===== config.mk =====
export PLATFORM = sky130hd
export DESIGN_NAME = fpu_misc_unit
export DESIGN_NICKNAME = d
export VERILOG_FILES = /design/src/rtl/fpm_pkg.sv /design/src/rtl/fpm_flags.sv /design/src/rtl/fpm_class_mask.sv /design/src/rtl/fpm_order.sv /design/src/rtl/fpu_misc_unit.sv
export SDC_FILE = /design/constraint.sdc
export NUM_CORES = 1
export LEC_CHECK = 0
export ABC_AREA = 1
export BUFFER_PORTS_ARGS = -buffer_cell sky130_fd_sc_hd__buf_2
export CAP_MARGIN = 20
export CORE_MARGIN = 2
export CORE_UTILIZATION = 40
export DETAILED_ROUTE_END_ITERATION = 10
export GPL_TIMING_DRIVEN = 1
export PLACE_DENSITY = 0.67
export SLEW_MARGIN = 20
export SYNTH_ARGS = -nofsm -noshare
export SYNTH_HDL_FRONTEND = slang
export SYNTH_SLANG_ARGS = --single-unit

===== constraint.sdc =====
create_clock -name clk -period 1.9 [get_ports clk]
set_clock_uncertainty 0.15 [all_clocks]
set_input_delay 0.095 -clock clk [delete_from_list [all_inputs] [get_ports clk]]
set_output_delay 0.095 -clock clk [all_outputs]
set_load 0.02 [all_outputs]

===== src/rtl/fpm_pkg.sv =====
package fpm_pkg;
    localparam int FP_W  = 32;
    localparam int EXP_W = 8;
    localparam int MAN_W = 23;
    localparam int MAG_W = FP_W - 1;
    localparam int CLS_W = 10;

    typedef logic [4:0] func_t;
    typedef logic [2:0] sub_t;

    localparam func_t FN_SGNJ   = 5'b00100;
    localparam func_t FN_MINMAX = 5'b00101;
    localparam func_t FN_CMP    = 5'b10100;
    localparam func_t FN_MOVE   = 5'b11100;

    localparam logic [FP_W-1:0] CANON_NAN =
        {1'b0, {EXP_W{1'b1}}, 1'b1, {(MAN_W-1){1'b0}}};

    typedef struct packed {
        logic zero;
        logic snan;
        logic qnan;
    } nanz_t;

    typedef struct packed {
        logic            valid;
        logic [FP_W-1:0] result;
        logic            invalid;
    } out_t;
endpackage


===== src/rtl/fpm_flags.sv =====
module fpm_flags #(
    parameter int EW = fpm_pkg::EXP_W,
    parameter int MW = fpm_pkg::MAN_W
) (
    input  logic [EW+MW-1:0] mag,
    output fpm_pkg::nanz_t   fl
);
    logic [EW-1:0] exp_f;
    logic [MW-1:0] man_f;
    logic          exp_max;

    assign exp_f   = mag[EW+MW-1:MW];
    assign man_f   = mag[MW-1:0];
    assign exp_max = &exp_f;

    always_comb begin
        fl.zero = (mag == '0);
        fl.snan = exp_max && (man_f != '0) && !man_f[MW-1];
        fl.qnan = exp_max && man_f[MW-1];
    end
endmodule


===== src/rtl/fpm_class_mask.sv =====
module fpm_class_mask #(
    parameter int EW = fpm_pkg::EXP_W,
    parameter int MW = fpm_pkg::MAN_W,
    parameter int CW = fpm_pkg::CLS_W
) (
    input  logic [EW+MW:0] val,
    output logic [CW-1:0]  mask
);
    logic          sgn;
    logic [EW-1:0] exp_f;
    logic [MW-1:0] man_f;
    logic          exp_max, exp_min, man_nil;

    assign sgn     = val[EW+MW];
    assign exp_f   = val[EW+MW-1:MW];
    assign man_f   = val[MW-1:0];
    assign exp_max = &exp_f;
    assign exp_min = (exp_f == '0);
    assign man_nil = (man_f == '0);

    always_comb begin
        mask = '0;
        if (exp_max && !man_nil)
            mask[man_f[MW-1] ? 9 : 8] = 1'b1;
        else if (exp_max)
            mask[sgn ? 0 : 7] = 1'b1;
        else if (exp_min && man_nil)
            mask[sgn ? 3 : 4] = 1'b1;
        else if (exp_min)
            mask[sgn ? 2 : 5] = 1'b1;
        else
            mask[sgn ? 1 : 6] = 1'b1;
    end
endmodule


===== src/rtl/fpm_order.sv =====
module fpm_order #(
    parameter int W = fpm_pkg::FP_W
) (
    input  logic [W-1:0] a,
    input  logic [W-1:0] b,
    input  logic         a_zero,
    input  logic         b_zero,
    output logic         eq,
    output logic         lt,
    output logic         lt_tot
);
    logic mag_lt, mag_gt, both_zero;

    assign mag_lt    = a[W-2:0] < b[W-2:0];
    assign mag_gt    = a[W-2:0] > b[W-2:0];
    assign both_zero = a_zero && b_zero;

    always_comb begin
        if (a[W-1] != b[W-1])
            lt_tot = a[W-1];
        else if (!a[W-1])
            lt_tot = mag_lt;
        else
            lt_tot = mag_gt;
        eq = both_zero || (a == b);
        lt = lt_tot && !both_zero;
    end
endmodule


===== src/rtl/fpu_misc_unit.sv =====
module fpu_misc_unit
    import fpm_pkg::*;
(
    input  logic        clk,
    input  logic        rst_n,
    input  logic        in_valid,
    input  logic [4:0]  func,
    input  logic [2:0]  sub,
    input  logic [31:0] op_a,
    input  logic [31:0] op_b,
    output logic        out_valid,
    output logic [31:0] out_result,
    output logic        out_invalid
);
    logic [MAG_W-1:0] mag [2];
    nanz_t            fl  [2];
    logic [CLS_W-1:0] cls_mask;
    logic             ord_eq, ord_lt, ord_lt_tot;
    logic             a_nan, b_nan, any_nan, any_snan;
    out_t             st_d, st_q;

    assign mag[0] = op_a[MAG_W-1:0];
    assign mag[1] = op_b[MAG_W-1:0];

    for (genvar gi = 0; gi < 2; gi++) begin : g_flags
        fpm_flags #(.EW(EXP_W), .MW(MAN_W)) u_flags (
            .mag (mag[gi]),
            .fl  (fl[gi])
        );
    end

    fpm_class_mask #(.EW(EXP_W), .MW(MAN_W), .CW(CLS_W)) u_mask (
        .val  (op_a),
        .mask (cls_mask)
    );

    fpm_order #(.W(FP_W)) u_order (
        .a      (op_a),
        .b      (op_b),
        .a_zero (fl[0].zero),
        .b_zero (fl[1].zero),
        .eq     (ord_eq),
        .lt     (ord_lt),
        .lt_tot (ord_lt_tot)
    );

    assign a_nan    = fl[0].snan || fl[0].qnan;
    assign b_nan    = fl[1].snan || fl[1].qnan;
    assign any_nan  = a_nan || b_nan;
    assign any_snan = fl[0].snan || fl[1].snan;

    always_comb begin
        st_d       = st_q;
        st_d.valid = in_valid;
        if (in_valid) begin
            st_d.result  = '0;
            st_d.invalid = 1'b0;
            case (func)
                FN_SGNJ: begin
                    case (sub)
                        3'b000:  st_d.result = {op_b[FP_W-1], op_a[MAG_W-1:0]};
                        3'b001:  st_d.result = {~op_b[FP_W-1], op_a[MAG_W-1:0]};
                        3'b010:  st_d.result = {op_a[FP_W-1] ^ op_b[FP_W-1],
                                                op_a[MAG_W-1:0]};
                        default: st_d.invalid = 1'b1;
                    endcase
                end
                FN_MINMAX: begin
                    if (sub == 3'b000 || sub == 3'b001) begin
                        st_d.invalid = any_snan;
                        if (a_nan && b_nan)
                            st_d.result = CANON_NAN;
                        else if (a_nan)
                            st_d.result = op_b;
                        else if (b_nan)
                            st_d.result = op_a;
                        else if (ord_lt_tot == (sub == 3'b000))
                            st_d.result = op_a;
                        else
                            st_d.result = op_b;
                    end else begin
                        st_d.invalid = 1'b1;
                    end
                end
                FN_CMP: begin
                    case (sub)
                        3'b010: begin
                            st_d.result[0] = !any_nan && ord_eq;
                            st_d.invalid   = any_snan;
                        end
                        3'b001: begin
                            st_d.result[0] = !any_nan && ord_lt;
                            st_d.invalid   = any_nan;
                        end
                        3'b000: begin
                            st_d.result[0] = !any_nan && (ord_lt || ord_eq);
                            st_d.invalid   = any_nan;
                        end
                        default: st_d.invalid = 1'b1;
                    endcase
                end
                FN_MOVE: begin
                    case (sub)
                        3'b000:  st_d.result = op_a;
                        3'b001:  st_d.result = {{(FP_W-CLS_W){1'b0}}, cls_mask};
                        default: st_d.invalid = 1'b1;
                    endcase
                end
                default: st_d.invalid = 1'b1;
            endcase
        end
    end

    always_ff @(posedge clk) begin
        if (!rst_n) st_q <= '0;
        else        st_q <= st_d;
    end

    assign out_valid   = st_q.valid;
    assign out_result  = st_q.result;
    assign out_invalid = st_q.invalid;
endmodule


==> flow_summary_export.csv, run 1 <==
group,metric,value,unit
routing,wirelength,15410,µm
routing,met3_length,1249,µm
cts,clock_sinks,34,
worst_setup_path,reg2regPathDepth,2,
outcome,failed_checks,"setup timing",
worst_setup_path,crit_slowest_cell,"ha_4",
synth,syn_area,0.003675,mm²
cts,clockBufferDepth,2,
routing,dr.pass1.iters,5,
sta,slew_viol_final,0,
routing,routed-via-count,5094,
worst_setup_path,worst-r2r-setup-slack,1.07,ns
sta,fmax,453.0,MHz
worst_setup_path,crit_fanout,11,
synth,synthFlopType,"dfxtp_1",
floorplanning,rows,34,
synth,ys_async_sr_fraction,0,%
synth,syn_area_per_cell,5.870,µm²
routing,route.detailed.drc,0,
worst_setup_path,max_stage_delay,0.27,ns
floorplanning,die_w,99.85,µm
finish,instances_no_fill,962,
routing,via_per_inst,5.295,
routing,drtIter0Drc,345,
sta,rsz0062_at_grt,"yes",
sta,fin_crit_sh,116.2,%
placed_design,dpl.hpwl,10930,µm
sta,setup_tns,-7.297,ns
finish,nets,959,
routing,routed.top_layer,"met4",
cts,cts_tree,"done",
worst_setup_path,cp.required,1.91,ns
min_path,min_path_type,"in -> reg",
placed_design,placed_cell_area,0.005298,mm²
synth,ys_seq_area_share,18.52,%
finish,final_cell_area,0.006461,mm²
global_route,grt_use_total,28.61,%
sta,layout_setup_ws,-0.3073,ns
placed_design,port_buffers,108,
synth,synth_cell_types,37,
pwr,ir_drop,0.0002071,V
worst_setup_path,cp_num_buf_inv,2,
routing,wire_per_inst,16.01,µm
finish,diodes,0,
synth,synth-edff-count,0,
floorplanning,die_h,99.85,µm
sta,hold_viol_final,0,
worst_setup_path,crit_family,"simple AND/OR/NAND/NOR gates",
worst_setup_path,critPathLaunchType,"input port",
worst_setup_path,crit_path_end,"out_result[11]",
floorplanning,start_util,41.73,%
global_route,grt_max_degree,35,
worst_setup_path,critPathCaptureType,"register",
worst_setup_path,worstReg2RegStart,"out_result[16]",
pwr,p_per_area,390.9,mW/mm²
finish,layout-drive-gt1-share,53.04,%
pwr,p_leak,0.003160,µW
routing,ant_nets,0,
sta,tightestPinTransition,0.5573,ns
worst_setup_path,cp.depth,20,
global_route,antenna_found_initial,0,
sta,fin_crit,2.207,ns
floorplanning,num_io_pins,109,
outcome,status,"complete, but fails checks",
worst_setup_path,crit_top_cell,"nand2_2",
global_route,grt_overflow,0,
synth,synth-seq-cells,34,
finish,final_cell_mix,"nand2_1 (165), buf_4 (125), buf_2 (79)",
cts,cts.clk_slew.worst_paths,0.07,ns
sta,slew_headroom,62.80,%
synth,synth_nets,732,
finish,syn_to_final_growth,75.83,%
finish,layout_commonest_cell,"nand2_1",
synth,syn_inst,626,
worst_setup_path,reg2reg_to,"out_result[16]",
synth,yosys_warnings,0,
placed_design,gp_congestion,0.9236,
flow_run,max_cap_violations,0,
cts,cts-root-buf,"clkbuf_8",
worst_setup_path,startpoint,"op_a[25]",
cts,cts_buffers,5,
min_path,whs_path_depth,6,
routing,wl_met2,7273,µm
worst_setup_path,crit_chain,"buf_4, ha_4, nand2_4, nor2_4, nand4_1, nor2_1, nor2_2, nand2_2, nand2_2, nand2_4, nand2_2, nand2_2, nand3_4, nand2_8, clkbuf_16, nand2_1, nand3_1, nand2_1, nand2_1, a21oi_2",
routing,met1_length,6506,µm
floorplanning,dieArea,0.009970,mm²
worst_setup_path,critPathArrivalTime,2.22,ns
cts,ctsHtreeMaxLevel,2,
global_route,grt_pass1_vias,4794,
sta,finalSetupViolCount,32,
cts,insertion_delay,0.28,ns
placed_design,placedCellCount,926,
global_route,grt_pass1_wl,22970,µm
worst_setup_path,worstSetupPathType,"in -> reg",
floorplanning,core-area,0.008806,mm²
## Yosys cell counts (3+ instances only)
library cell / instances / area share [%]
inv_1: 74 / 7.6
nor3_1: 5 / 0.68
nand2_2: 3 / 0.51
buf_2: 5 / 0.68
ha_1: 31 / 11
nand4_1: 19 / 3.2
o32ai_1: 3 / 0.72
nand2_1: 219 / 22
inv_2: 28 / 2.9
nor2_1: 33 / 3.4
a21oi_2: 28 / 6.7
nand3_1: 75 / 10
nor4_1: 6 / 1.0
clkbuf_1: 11 / 1.1
buf_4: 7 / 1.4
o21ai_0: 5 / 0.68
dfxtp_1: 34 / 19
a21oi_1: 19 / 2.6
## worst min path at each step
stage / startpoint / to
floorplan: rst_n / out_valid
global placement: rst_n / out_valid
detailed placement: rst_n / out_valid
CTS: op_a[24] / out_result[24]
global route: op_a[14] / out_result[14]
finish: in_valid / out_invalid
## cells by family (layout without fill, tap and decap cells)
group / after synthesis / in the layout / share of synthesized area (%)
AO/OA/AOI/OAI: 63 / 63 / 12.39
XOR/XNOR: 1 / 1 / 0.2384
adder cells (fa/ha/maj): 31 / 31 / 10.55
buffers and inverters: 126 / 354 / 13.76
flip-flops: 34 / 34 / 18.52
AND/OR/NAND/NOR: 371 / 371 / 44.54
## sequential cells by signal, summed over array words and instances (netlist names)
signal	count
out_invalid	1
out_result	32
out_valid	1
## layer usage
metal | GRT usage, % | vias to the layer above
li1 | - | 2472
met1 | 39.30 | 2322
met2 | 47.45 | 261
met3 | 3.830 | 39
met4 | 7.376 | 0
met5 | 0 | -
## stage by stage
step           hold WS (ns)  setup slack (ns)  util, %  total power [µW]
6_report             0.1334           -0.3073    73.37              2526
5_1_grt              0.1577           -0.4510    73.37              2657
4_1_cts              0.1272           -0.2357    65.13              2273
3_5_place_dp         0.1470           -0.5915    60.16              1596
3_3_place_gp         0.1435           -0.5585    60.16              1575
2_1_floorplan       0.04263          -0.09578        -              1195
## power breakdown
| group | internal (µW) | leakage, µW | switching [µW] | total [µW] |
|---|---|---|---|---|
| registers | 718 | 0.000274 | 2.99 | 721 |
| logic | 590 | 0.00284 | 650 | 1240 |
| clock network | 292 | 0.0000482 | 272 | 564 |
## worst min-delay path, delay by kind of cell
kind,cells,cell delay [ns]
AO/OA/AOI/OAI,2,0.15
buffers and inverters,3,0.26
AND/OR/NAND/NOR,1,0.05
## final cells by class
type                       count  area [µm²]
tap                          108       135.1
sequential                    34       680.7
timing repair buffer         243        1857
clock buffer                   7       86.33
clock inverter                 1       5.005
multi-input combinational    466        3256
fill                         683        2345
inverter                     103       441.7
## repair_timing
action                     in CTS  in global routing
buffers inserted               16                 12
gates resized for setup        49                149
hold buffers                    1                  0
pin swaps                       6                 55
setup endpoints to repair      32                 33
hold endpoints to repair        1                  0
gates cloned                    1                  2
No activity file was read; power rests on OpenSTA's default activity.
==> run 2, diff against run 1 <==
--- a/config.mk
+++ b/config.mk
@@ -12,7 +12,6 @@
 export CORE_UTILIZATION = 40
 export DETAILED_ROUTE_END_ITERATION = 10
 export GPL_TIMING_DRIVEN = 1
-export PLACE_DENSITY = 0.67
 export SLEW_MARGIN = 20
 export SYNTH_ARGS = -nofsm -noshare
 export SYNTH_HDL_FRONTEND = slang
==> constraint.sdc (replaced) <==
create_clock -name clk -period 2.1 [get_ports clk]
set_clock_uncertainty 0.15 [all_clocks]
set_input_delay 0.105 -clock clk [delete_from_list [all_inputs] [get_ports clk]]
set_output_delay 0.105 -clock clk [all_outputs]
set_load 0.02 [all_outputs]
==> run 2 against run 1 <==
First-iteration DRC count fell by 44%. Power fell by 3.4%. Cell area down 5.6%. Wire length decreased by 6.2%. Sequential share of layout area up 0.63 points. Hold slack worse by 0.11 ns. The run still ends with setup timing left. Critical path type unchanged. Highest routed layer unchanged. Register-to-register slack better by 0.20 ns. Via count shrank 4.4%.
==> flow_summary_export.csv, run 2 (same netlist as run 1, synthesis figures left out) <==
group,metric,value,unit
floorplanning,num_io_pins,109,
worst_setup_path,crit_top_cell,"nand2_2",
worst_setup_path,crit_family,"simple AND/OR/NAND/NOR gates",
pwr,ir_drop,0.0003479,V
worst_setup_path,reg2regPathDepth,4,
min_path,whs_path_depth,5,
placed_design,placedCellCount,918,
routing,route.detailed.drc,0,
cts,insertion_delay,0.30,ns
cts,cts_buffers,5,
floorplanning,core-area,0.008806,mm²
min_path,hold_path_end,"out_result[21]",
min_path,worstHoldStart,"op_a[21]",
routing,via_per_inst,5.173,
routing,wire_per_inst,15.36,µm
worst_setup_path,cp.required,2.15,ns
sta,fmax,468.5,MHz
routing,wirelength,14450,µm
worst_setup_path,worst-r2r-setup-slack,1.27,ns
cts,ctsHtreeMaxLevel,2,
sta,fin_crit,2.134,ns
global_route,grt_use_total,27.06,%
finish,fin_util,69.24,%
placed_design,gp_congestion,0.9759,
finish,instances_no_fill,941,
floorplanning,die_h,99.85,µm
floorplanning,die_w,99.85,µm
routing,drtIter0Drc,193,
routing,ant_nets,0,
outcome,status,"complete, but fails checks",
routing,dr.pass1.iters,5,
flow_run,max_cap_violations,0,
global_route,grt_pass1_wl,21650,µm
finish,syn_to_final_growth,65.92,%
finish,diodes,0,
cts,cts-root-buf,"clkbuf_8",
placed_design,dpl.hpwl,10580,µm
sta,slew_headroom,58.30,%
outcome,failed_checks,"setup timing",
global_route,grt_overflow,0,
worst_setup_path,crit_chain,"buf_8, inv_4, ha_4, nand2_4, nor2_4, nand2_1, nor2_1, nand2_1, nand2_2, nand2_2, nand2_2, nand2_2, nand2_4, nand2_2, nand2_2, nand3_4, nand2_8, buf_6, nand2_1, nand3_1, nand2_1, nand2_1, a21oi_2",
cts,clock_sinks,34,
worst_setup_path,cp_num_buf_inv,3,
routing,routed-via-count,4868,
sta,fin_crit_sh,101.6,%
worst_setup_path,startpoint,"op_b[14]",
worst_setup_path,worstSetupPathType,"in -> reg",
cts,cts_tree,"done",
floorplanning,rows,34,
sta,rsz0062_at_grt,"yes",
pwr,p_total,2441,µW
worst_setup_path,critPathLaunchType,"input port",
sta,hold_slack,0.02088,ns
worst_setup_path,crit_fanout,9,
pwr,p_per_area,400.4,mW/mm²
worst_setup_path,crit_slowest_cell,"ha_4",
cts,clockBufferDepth,2,
sta,setup_tns,-0.1099,ns
worst_setup_path,worstReg2RegStart,"out_invalid",
cts,cts.clk_slew.worst_paths,0.08,ns
sta,tightestPinTransition,0.6248,ns
worst_setup_path,max_stage_delay,0.26,ns
worst_setup_path,critPathCaptureType,"register",
finish,nets,938,
finish,layout-drive-gt1-share,50.06,%
floorplanning,start_util,41.73,%
placed_design,port_buffers,108,
min_path,min_path_type,"in -> reg",
finish,layout_commonest_cell,"nand2_1",
sta,slew_viol_final,0,
sta,finalSetupViolCount,6,
finish,final_cell_mix,"nand2_1 (176), buf_4 (105), buf_2 (90)",
global_route,antenna_found_initial,0,
global_route,grt_pass1_vias,4642,
sta,hold_viol_final,0,
sta,layout_setup_ws,-0.03446,ns
floorplanning,dieArea,0.009970,mm²
worst_setup_path,critPathArrivalTime,2.18,ns
pwr,p_leak,0.003025,µW
finish,fillers,755,
global_route,grt_max_degree,35,
worst_setup_path,reg2reg_to,"out_invalid",
finish,largest_reg_flops,32,
## run 2: cell type report
type	count	area (µm²)	share of cell area, %
flip-flops and latches	34	680.7	11.16
clock inverters	3	68.82	1.129
repair buffers	222	1597	26.19
inverters	103	401.6	6.587
clock buffers	5	68.82	1.129
well taps	108	135.1	2.216
multi-input cells	466	3146	51.59
## run 2: worst max path at each step
| stage | end | slack, ns | cells past startpoint |
|---|---|---|---|
| after floorplan | out_result[31] | 0.05 | 21 |
| after global placement | out_result[4] | -0.37 | 19 |
| after detailed placement | out_result[22] | -0.48 | 20 |
| after CTS | out_result[4] | 0.0009 | 22 |
| after global routing | out_result[27] | -0.18 | 23 |
| final | out_result[27] | -0.03 | 23 |
## run 2: timing repair
action | CTS | global route
gates resized for setup | 21 | 157
gates cloned | 0 | 1
pin swaps | 1 | 48
buffers inserted | 4 | 9
hold buffers | 1 | 0
hold endpoints to repair | 1 | 0
setup endpoints to repair | 32 | 32
## run 2: report_power, final
part | leakage [µW] | switching [µW] | internal, µW
registers | 0.000274 | 2.50 | 650
clock network | 0.0000683 | 308 | 477
logic | 0.00268 | 539 | 465
total | 0.00302 | 850 | 1590
## run 2: per-layer routing
layer,global-route usage [%],vias to the layer above,wire length [µm]
met1,33.26,2236,6045
met4,7.798,0,305
li1,-,2428,-
met3,4.039,26,759
met5,0,-,0
met2,48.96,178,7340
## run 2: per-stage QoR
step                area (µm²)  setup WS [ns]
finish                    6097       -0.03446
global route              6097        -0.1773
detailed placement        5012        -0.4810
CTS                       5305      0.0008704
floorplan                 3675        0.04656
global placement          5012        -0.3671
## run 2: worst register-to-register path, stage by stage (launching register included)
cell and delay, ns:
dfxtp_1 0.33, nor2_1 0.09, nor2_1 0.05, nand2_1 0.09, inv_1 0.04
